[src/rtl/xlc_pkg.sv]
package xlc_pkg;

  typedef enum logic [1:0] {
    OP_INSTALL   = 2'd0,
    OP_INVAL_VPN = 2'd1,
    OP_CLR_TOUCH = 2'd2,
    OP_FLUSH     = 2'd3
  } cfg_op_e;

  // strobes from control to the entry array
  typedef struct packed {
    logic installEn;
    logic invalEn;
    logic flushAll;
    logic clearTouched;
    logic hitUpd;
    logic hitDirty;
  } xlc_strobe_t;

endpackage

[src/rtl/xlc_datapath.sv]
module xlc_datapath #(
  parameter  int ENTRIES = 16,
  parameter  int VPN_W   = 20,
  parameter  int PFN_W   = 20,
  localparam int IDX_W   = $clog2(ENTRIES)
) (
  input  logic                    clk,
  input  logic                    rstN,
  input  xlc_pkg::xlc_strobe_t    str,
  input  logic [IDX_W-1:0]        installIdx,
  input  logic [VPN_W-1:0]        lookVpn,
  input  logic [VPN_W-1:0]        cfgVpn,
  input  logic [PFN_W-1:0]        cfgPfn,
  input  logic                    cfgRead,
  input  logic                    cfgWrite,
  input  logic [IDX_W-1:0]        peekIndex,
  output logic [ENTRIES-1:0]      lookMatch,
  output logic [ENTRIES-1:0]      cfgMatch,
  output logic [PFN_W-1:0]        lookPfn,
  output logic                    lookRd,
  output logic                    lookWr,
  output logic                    peekValid,
  output logic [VPN_W-1:0]        peekVpn,
  output logic [PFN_W-1:0]        peekPfn,
  output logic                    peekRead,
  output logic                    peekWrite,
  output logic                    peekTouched,
  output logic                    peekDirty
);

  logic [ENTRIES-1:0] eValid, eRd, eWr, eTouched, eDirty;
  logic [VPN_W-1:0]   eVpn [ENTRIES];
  logic [PFN_W-1:0]   ePfn [ENTRIES];

  for (genvar i = 0; i < ENTRIES; i++) begin : g_entry
    logic installSel;
    assign installSel   = str.installEn && (installIdx == IDX_W'(i));
    assign lookMatch[i] = eValid[i] && (eVpn[i] == lookVpn);
    assign cfgMatch[i]  = eValid[i] && (eVpn[i] == cfgVpn);

    always_ff @(posedge clk) begin
      if (!rstN) begin
        eValid[i]   <= 1'b0;
        eVpn[i]     <= '0;
        ePfn[i]     <= '0;
        eRd[i]      <= 1'b0;
        eWr[i]      <= 1'b0;
        eTouched[i] <= 1'b0;
        eDirty[i]   <= 1'b0;
      end else if (str.flushAll) begin
        eValid[i]   <= 1'b0;
        eTouched[i] <= 1'b0;
        eDirty[i]   <= 1'b0;
      end else if (installSel) begin
        eValid[i]   <= 1'b1;
        eVpn[i]     <= cfgVpn;
        ePfn[i]     <= cfgPfn;
        eRd[i]      <= cfgRead;
        eWr[i]      <= cfgWrite;
        eTouched[i] <= 1'b0;
        eDirty[i]   <= 1'b0;
      end else if (str.invalEn && cfgMatch[i]) begin
        eValid[i]   <= 1'b0;
      end else begin
        eTouched[i] <= (eTouched[i] && !str.clearTouched)
                       || (str.hitUpd && lookMatch[i]);
        eDirty[i]   <= eDirty[i] || (str.hitDirty && lookMatch[i]);
      end
    end
  end

  // one-hot select of the matching entry's fields
  always_comb begin
    lookPfn = '0;
    lookRd  = 1'b0;
    lookWr  = 1'b0;
    for (int i = 0; i < ENTRIES; i++) begin
      lookPfn = lookPfn | ({PFN_W{lookMatch[i]}} & ePfn[i]);
      lookRd  = lookRd  | (lookMatch[i] & eRd[i]);
      lookWr  = lookWr  | (lookMatch[i] & eWr[i]);
    end
  end

  assign peekValid   = eValid[peekIndex];
  assign peekVpn     = eVpn[peekIndex];
  assign peekPfn     = ePfn[peekIndex];
  assign peekRead    = eRd[peekIndex];
  assign peekWrite   = eWr[peekIndex];
  assign peekTouched = eTouched[peekIndex];
  assign peekDirty   = eDirty[peekIndex];

endmodule

[src/rtl/xlc_ctrl.sv]
module xlc_ctrl #(
  parameter  int ENTRIES   = 16,
  parameter  int PFN_W     = 20,
  parameter  int PAGE_BITS = 12,
  localparam int IDX_W     = $clog2(ENTRIES),
  localparam int PA_W      = PFN_W + PAGE_BITS
) (
  input  logic                  clk,
  input  logic                  rstN,
  input  logic                  privMode,
  input  logic                  lookValid,
  input  logic                  lookWrite,
  input  logic [PAGE_BITS-1:0]  lookOffset,
  input  logic                  cfgValid,
  input  logic [1:0]            cfgOp,
  input  logic [IDX_W-1:0]      cfgIndex,
  input  logic [ENTRIES-1:0]    lookMatch,
  input  logic [ENTRIES-1:0]    cfgMatch,
  input  logic [PFN_W-1:0]      lookPfn,
  input  logic                  lookRd,
  input  logic                  lookWr,
  output xlc_pkg::xlc_strobe_t  str,
  output logic [IDX_W-1:0]      installIdx,
  output logic                  respValid,
  output logic                  respHit,
  output logic                  respMiss,
  output logic                  respProtFault,
  output logic [PA_W-1:0]       respPaddr,
  output logic                  cfgPrivFault
);
  import xlc_pkg::*;

  function automatic logic [IDX_W-1:0] ohToIdx(input logic [ENTRIES-1:0] vec);
    logic [IDX_W-1:0] idx;
    idx = '0;
    for (int i = 0; i < ENTRIES; i++)
      if (vec[i]) idx = idx | IDX_W'(i);
    return idx;
  endfunction

  cfg_op_e op;
  logic    cfgOk, anyHit, permOk, goodHit;

  assign op      = cfg_op_e'(cfgOp);
  assign cfgOk   = cfgValid && privMode;
  assign anyHit  = |lookMatch;
  assign permOk  = lookWrite ? lookWr : lookRd;
  assign goodHit = lookValid && anyHit && permOk;

  always_comb begin
    str              = '0;
    str.installEn    = cfgOk && (op == OP_INSTALL);
    str.invalEn      = cfgOk && (op == OP_INVAL_VPN);
    str.clearTouched = cfgOk && (op == OP_CLR_TOUCH);
    str.flushAll     = cfgOk && (op == OP_FLUSH);
    str.hitUpd       = goodHit;
    str.hitDirty     = goodHit && lookWrite;
  end

  // a page already present keeps its slot
  assign installIdx = (|cfgMatch) ? ohToIdx(cfgMatch) : cfgIndex;

  always_ff @(posedge clk) begin
    if (!rstN) begin
      respValid     <= 1'b0;
      respHit       <= 1'b0;
      respMiss      <= 1'b0;
      respProtFault <= 1'b0;
      respPaddr     <= '0;
      cfgPrivFault  <= 1'b0;
    end else begin
      respValid     <= lookValid;
      respHit       <= goodHit;
      respMiss      <= lookValid && !anyHit;
      respProtFault <= lookValid && anyHit && !permOk;
      respPaddr     <= goodHit ? {lookPfn, lookOffset} : '0;
      cfgPrivFault  <= cfgValid && !privMode;
    end
  end

endmodule

[src/rtl/xlate_cache.sv]
module xlate_cache #(
  parameter  int ENTRIES   = 16,
  parameter  int VPN_W     = 20,
  parameter  int PFN_W     = 20,
  parameter  int PAGE_BITS = 12,
  localparam int IDX_W     = $clog2(ENTRIES),
  localparam int VA_W      = VPN_W + PAGE_BITS,
  localparam int PA_W      = PFN_W + PAGE_BITS
) (
  input  logic              clk,
  input  logic              rstN,
  input  logic              privMode,
  input  logic              lookValid,
  input  logic [VA_W-1:0]   lookAddr,
  input  logic              lookWrite,
  output logic              respValid,
  output logic              respHit,
  output logic              respMiss,
  output logic              respProtFault,
  output logic [PA_W-1:0]   respPaddr,
  input  logic              cfgValid,
  input  logic [1:0]        cfgOp,
  input  logic [IDX_W-1:0]  cfgIndex,
  input  logic [VPN_W-1:0]  cfgVpn,
  input  logic [PFN_W-1:0]  cfgPfn,
  input  logic              cfgRead,
  input  logic              cfgWrite,
  output logic              cfgPrivFault,
  input  logic [IDX_W-1:0]  peekIndex,
  output logic              peekValid,
  output logic [VPN_W-1:0]  peekVpn,
  output logic [PFN_W-1:0]  peekPfn,
  output logic              peekRead,
  output logic              peekWrite,
  output logic              peekTouched,
  output logic              peekDirty
);

  xlc_pkg::xlc_strobe_t str;
  logic [IDX_W-1:0]     installIdx;
  logic [ENTRIES-1:0]   lookMatch, cfgMatch;
  logic [PFN_W-1:0]     lookPfn;
  logic                 lookRd, lookWr;

  xlc_datapath #(.ENTRIES(ENTRIES), .VPN_W(VPN_W), .PFN_W(PFN_W)) u_dp (
    .clk, .rstN, .str, .installIdx,
    .lookVpn   (lookAddr[VA_W-1:PAGE_BITS]),
    .cfgVpn, .cfgPfn, .cfgRead, .cfgWrite, .peekIndex,
    .lookMatch, .cfgMatch, .lookPfn, .lookRd, .lookWr,
    .peekValid, .peekVpn, .peekPfn, .peekRead, .peekWrite,
    .peekTouched, .peekDirty
  );

  xlc_ctrl #(.ENTRIES(ENTRIES), .PFN_W(PFN_W), .PAGE_BITS(PAGE_BITS)) u_ctrl (
    .clk, .rstN, .privMode, .lookValid, .lookWrite,
    .lookOffset (lookAddr[PAGE_BITS-1:0]),
    .cfgValid, .cfgOp, .cfgIndex,
    .lookMatch, .cfgMatch, .lookPfn, .lookRd, .lookWr,
    .str, .installIdx,
    .respValid, .respHit, .respMiss, .respProtFault, .respPaddr,
    .cfgPrivFault
  );

endmodule

[config.mk]
export PLATFORM = sky130hd
export DESIGN_NAME = xlate_cache
export DESIGN_NICKNAME = d
export VERILOG_FILES = /design/src/rtl/xlc_pkg.sv /design/src/rtl/xlc_datapath.sv /design/src/rtl/xlc_ctrl.sv /design/src/rtl/xlate_cache.sv
export SDC_FILE = /design/constraint.sdc
export NUM_CORES = 2
export LEC_CHECK = 0
export ABC_AREA = 1
export BUFFER_PORTS_ARGS = -buffer_cell sky130_fd_sc_hd__buf_2
export CORE_UTILIZATION = 55
export CTS_CLUSTER_DIAMETER = 80
export DETAILED_ROUTE_END_ITERATION = 12
export PLACE_DENSITY = 0.72
export SLEW_MARGIN = 20
export SYNTH_ARGS = -nofsm -noshare
export SYNTH_HDL_FRONTEND = slang
export SYNTH_HIERARCHICAL = 1
export SYNTH_SLANG_ARGS = --single-unit
[constraint.sdc]
create_clock -name clk -period 8.13 [get_ports clk]
set_clock_uncertainty 0.1 [all_clocks]
set_input_delay 1.2195 -clock clk [delete_from_list [all_inputs] [get_ports clk]]
set_output_delay 1.2195 -clock clk [all_outputs]
set_load 0.005 [all_outputs]
* Word level (Yosys, flattened, before mapping)
Memory sizes are Yosys's and may differ from the RTL's.
Index checks and enable logic that the tools add are counted.
** Operators by class
- Magnitude comparators :: 1
- Equality and inequality tests :: 50
- Mux-type cells :: 156
- Bitwise gates (word level) :: 127
- Reductions and logical operators :: 213
** Operators by type and width (number)
- 20-bit equality test :: 32
- 20-bit two-way mux :: 32
- 20-bit AND :: 16
- 20-bit bitwise OR :: 15
- 1-bit logical AND :: 123
- 1-bit two-way mux :: 104
- 1-bit bitwise OR :: 62
- 3-bit OR reduction :: 16
- 4-bit two-way mux :: 9
- 2-bit AND reduction :: 17
- 1-bit AND :: 32
- 4-bit equality test (second input constant) :: 8
- 1-bit logical OR :: 32
- 2-bit nonzero test :: 16
- 16-bit OR reduction :: 2
- 1-bit binary-select mux with 4-bit select :: 5
- 4-bit by 3-bit equality test with 1-bit output (second input constant) :: 4
- 3-bit two-way mux :: 4
- 4-bit by 2-bit equality test with 1-bit output (second input constant) :: 2
- 4-bit by 5-bit less-than comparator with 1-bit output (second input constant) :: 1
- 2-bit equality test (second input constant) :: 2
- 4-bit by 1-bit equality test with 1-bit output (second input constant) :: 1
- 1-bit zero test :: 4
- 4-bit zero test :: 1
- 5 further kinds :: 7
** Word-level totals
- Flip-flop bits (word level) :: 117
- Bits in writable memories :: 640
- Input bits :: 90
- Output and inout bits :: 82
- Word-level logic and storage cells :: 635
- Memories :: 2
** Memories
- u_dp.ePfn :: words 16, bits a word 20, rd ports 17, clocked after memory_dff 0, wr ports 16, RTL line xlc_datapath.sv:33 : logic [PFN_W-1:0] ePfn [ENTRIES];
- u_dp.eVpn :: words 16, bits a word 20, rd ports 17, clocked after memory_dff 0, wr ports 16, RTL line xlc_datapath.sv:32 : logic [VPN_W-1:0] eVpn [ENTRIES];

* Logic depth before layout (Yosys ltp)
An unclocked memory read counts as a cell.
- Depth in word-level cells :: 26
- Depth in mapped cells :: 23
- Depth with buffers taken out :: 19

* Modules after synthesis
The synthesis kept the hierarchy.
** Modules (own cells, without submodules)
- xlc_datapath :: times used 1, cells each 6179, area an instance 45117.0 um^2, seq. area each 20820.0 um^2
- xlc_ctrl :: times used 1, cells each 168, area an instance 1340.0 um^2, seq. area each 740.7 um^2

* Least setup slack after synthesis
Ideal clock, no wire load.
- Path type :: in2reg
- Start :: input cfgVpn[6]
- End :: memory u_dp.ePfn[11][0] (enable)
- Setup time :: 0.498 ns
- Data arrival time :: 6.167 ns
- Data required time :: 7.532 ns
- Slack :: 1.365 ns
- Stages :: 19
- Buffers on the path :: 2
- Cell sequence :: buf_2 > clkinv_1 > buf_2 > o22ai_1 > nor2_1 > nand2_1 > nor2_1 > and3_1 > nor2_1 > nand2_1 > nor2_1 > nand3_1 > nand2_1 > inv_1 > nor3_1 > inv_1 > nor2_1 > inv_1 > o21ai_0
** RTL lines
- start: declaration :: RTL line xlate_cache.sv:24 : input logic [VPN_W-1:0] cfgVpn,
- end: declaration :: RTL line xlc_datapath.sv:33

* Worst setup path after layout
- Start :: input lookAddr[29]
- End :: register u_ctrl.respPaddr[15]
** On the way
- Cells in the longest elaborated chain, start to end :: 21
- Elaborated cells between the ends (all ways) :: 130
- Those cells by class :: eq/ne (16); mux (1); bitwise (93); reduce/logical (20)
** RTL lines
- start: declaration :: RTL line xlate_cache.sv:14 : input logic [VA_W-1:0] lookAddr,
- 20-bit equality test :: RTL line xlc_datapath.sv:38 : assign lookMatch[i] = eValid[i] && (eVpn[i] == lookVpn);
- 1-bit logical AND :: RTL line xlc_datapath.sv:38
- 1-bit AND :: RTL line xlc_datapath.sv:80 : lookWr = lookWr | (lookMatch[i] & eWr[i]);
- 1-bit bitwise OR (14 in series) :: RTL line xlc_datapath.sv:80
- 1-bit bitwise OR * :: RTL line xlc_datapath.sv:80
- net lookWr :: RTL line xlate_cache.sv:43 : logic lookRd, lookWr;
- 1-bit two-way mux * :: RTL line xlc_ctrl.sv:47 : assign permOk = lookWrite ? lookWr : lookRd;
- 1-bit logical AND * :: RTL line xlc_ctrl.sv:48 : assign goodHit = lookValid && anyHit && permOk;
- 2-bit AND reduction (no line) *
- end signal: assignment :: RTL line xlc_ctrl.sv:76 : respPaddr <= goodHit ? {lookPfn, lookOffset} : '0;
- end: declaration :: RTL line xlc_ctrl.sv:28 : output logic [PA_W-1:0] respPaddr,
The timed path passes the listed nets; every way through them passes the cells marked *.
A chain may end at the register's enable or synchronous reset.

==> results.toml <==
[power]
finalPower_w = 0.01005
p_leak_nw = 22.49
power_density_nw_per_um2 = 197.4
vdd_drop_max_v = 0.0002033

[global_routing]
antenna_found_initial = 15
grt_pass1_wl_um = 297600
grt_overflow = 0
grt_max_degree = 173
grt_usage_pct = 49.10
grt_pass1_vias = 42130

[yosys]
yosysSeqAreaShare_pct = 46.41
synth-edff-count = 640
yosysTopAreaCellShare_pct = 41.37
synth_flop_cell = "edfxtp_1"
ys_top_cells_by_count = "nor2_1 (1669), nand2_1 (1186), inv_1 (726)"
ys_seq_elements = 757
netlist_area_um2 = 46460
synth_warnings = 6
syn_area_per_cell_um2 = 7.320
synthArstFlopShare_pct = 0
synth_nets = 6437
ys_types = 36
synth.area.top_cells = "edfxtp_1 (41%), nor2_1 (13%), nand2_1 (9.6%)"
netlist_instances = 6347
synth_top_cell_by_area = "edfxtp_1"
synth_most_common_cell = "nor2_1"

[floorplan]
fp.dieArea_um2 = 85630
core_area_um2 = 83560
fp.dieH_um = 292.6
num_io_pins = 172
start_util_pct = 55.60
std_cell_rows = 106
die_w_um = 292.6

[cts]
htree_levels = 3
cts_tree = "yes"
clock-sinks = 757
numCtsBuffers = 86
clockBufferDepth = 3
insertion_delay_ps = 700
cts_resized = 0
post-cts-setup-buffers = 0
cts_root_buf = "clkbuf_16"
cts_hold_buf = 0
cts.clk_slew.worst_paths_ps = 60

[routing]
remaining_drc_errors = 0
ant_nets = 0
drt_iter0_markers = 8179
routed_wl_um = 215200
num_vias = 46920
viasPerCell = 6.284
wire_per_inst_um = 28.82
drtPass1Iterations = 9

[placed_design]
pre_cts_ws_ps = 2015
port_buffers = 171
hpwl_um = 139100
place_congestion = 1.087
placed_cell_area_um2 = 47940

[final_layout]
fin_util_pct = 60.93
layout-drive-gt1-share_pct = 8.433
fin_nets = 6397
finish.instance_area_um2 = 50910
multi_input_area_um2 = 20230
fill_cells = 7621
regArea_um2 = 21560
layout-area-overhead-vs-synth_pct = 9.591

[worst_setup_path]
path_max_fanout = 33
arrival_ps = 6270
cp_data_required_time_ps = 8610
cpMaxStageDelayCell = "nand3_2"
rr_worst_depth = 15
critPathMaxStageDelay_ps = 860
path_class = "in -> reg"
worstSetupEndpointType = "flop"
worstPathCellList = "buf_2 -> inv_2 -> nand2_1 -> nand2_1 -> nor2_1 -> nand3_1 -> nor2_1 -> nand3_2 -> nor2_1 -> nor2_1 -> nand2_1 -> nor2_1 -> nand2_1 -> nand2_1 -> nand2_1 -> nand4_4 -> nor2_1"
startpoint_type = "primary input"

[job]
maxCapViolCount = 0

[timing]
min_period_over_period_pct = 71.17
tns_ps = 0
setup_viol = 0
rsz0062_at_grt = "false"
slew_headroom_pct = 12.04
fin_ws_ps = 2344
hold_viol_final = 0
finalCriticalPeriod_ps = 5786
maxSlewViolCount = 0
fmax_ghz = 0.1728
tightest_slew_ps = 1318

[hold_path]
hp-class = "reg -> reg"
holdPathStages = 2

[outcome]
outcome = "finished, final reports clean"
## kinds of logic (layout without fill, tap and decap cells)
group / after synthesis / after routing / share of synthesized area, %
simple gates: 3063 / 3063 / 25.69
xor+xnor: 186 / 186 / 3.507
mux: 22 / 22 / 0.4740
flops: 757 / 757 / 46.41
compound gates: 1137 / 1137 / 13.33
other cells: 0 / 7 / 0
buf+inv: 1182 / 1215 / 10.59
## per-layer routing
layer  global-route usage [%]  wire length (µm)  up-vias
li1                         -                 -    20260
met1                    65.00             77200    21470
met2                    68.54             85990     4219
met3                    17.05             36090      948
met4                    30.37             15770       16
met5                   0.7941               174        -
## report_power, final
group / switching, W / leakage [nW] / total, W / internal [W]
Combinational: 0.00105 / 14.0 / 0.00140 / 0.000347
Clock: 0.00176 / 1.43 / 0.00413 / 0.00237
Sequential: 0.000149 / 7.02 / 0.00452 / 0.00438
## registers in the layout, summed over array words and instances, names as in the netlist
register,flops
u_dp/eWr,16
u_dp/ePfn,320
u_ctrl/respPaddr,32
u_dp/eRd,16
u_ctrl/respValid,1
u_ctrl/respMiss,1
u_dp/eVpn,320
u_ctrl/respProtFault,1
u_ctrl/respHit,1
u_dp/eValid,16
u_ctrl/cfgPrivFault,1
u_dp/eTouched,16
u_dp/eDirty,16
## worst max-delay path: cells and delay by family
| kind | cells | cell delay [ps] |
|---|---|---|
| AND/OR/NAND/NOR | 15 | 3650 |
| buffers and inverters | 2 | 1310 |
## cell type report
| cell class | count | area share, % |
|---|---|---|
| well taps | 1080 | 2.654 |
| repair buffers | 285 | 3.745 |
| clock buffers | 118 | 4.846 |
| diodes | 7 | 0.03441 |
| flip-flops and latches | 757 | 42.35 |
| multi-input cells | 4408 | 39.74 |
| clock inverters | 43 | 0.9486 |
| inverters | 769 | 5.684 |
## final timing paths
path                                  start                              end  slack (ps)
min reg2reg     u_dp/eDirty[6]$_SDFFE_PP0N_      u_dp/eDirty[6]$_SDFFE_PP0N_         350
min             u_dp/eDirty[6]$_SDFFE_PP0N_      u_dp/eDirty[6]$_SDFFE_PP0N_         350
max                            lookAddr[29]  u_ctrl/respPaddr[15]$_SDFF_PN0_        2340
max reg2reg  u_dp/eVpn[4][16]$_SDFFCE_PN0P_   u_dp/ePfn[12][2]$_SDFFCE_PN0P_        3540
## stage by stage
step                hold slack [ps]  cells
finish                        352.8   7467
global route                  365.6   7460
CTS                           352.2   7460
detailed placement            342.7   7299
global placement              335.4   7299
floorplan                     323.9   6347
## cell usage in the layout, fill, tap and decap left out, types with 16 or more instances in the layout
cell type	count
nor2_1	1668
nand2_1	1170
inv_1	716
edfxtp_1	640
o21ai_0	531
a21oi_1	372
buf_2	169
xnor2_1	119
dfxtp_1	117
buf_4	100
nand3_1	99
o22ai_1	99
clkbuf_16	90
o221ai_1	78
xor2_1	67
inv_2	43
o211ai_1	33
nor3_1	28
nand4_1	22
mux2i_1	22
clkbuf_1	17
nand2_2	16
nand3_2	16
and3_1	16
o21ai_4	16
Note: power is estimated with default switching activity, not from simulation.
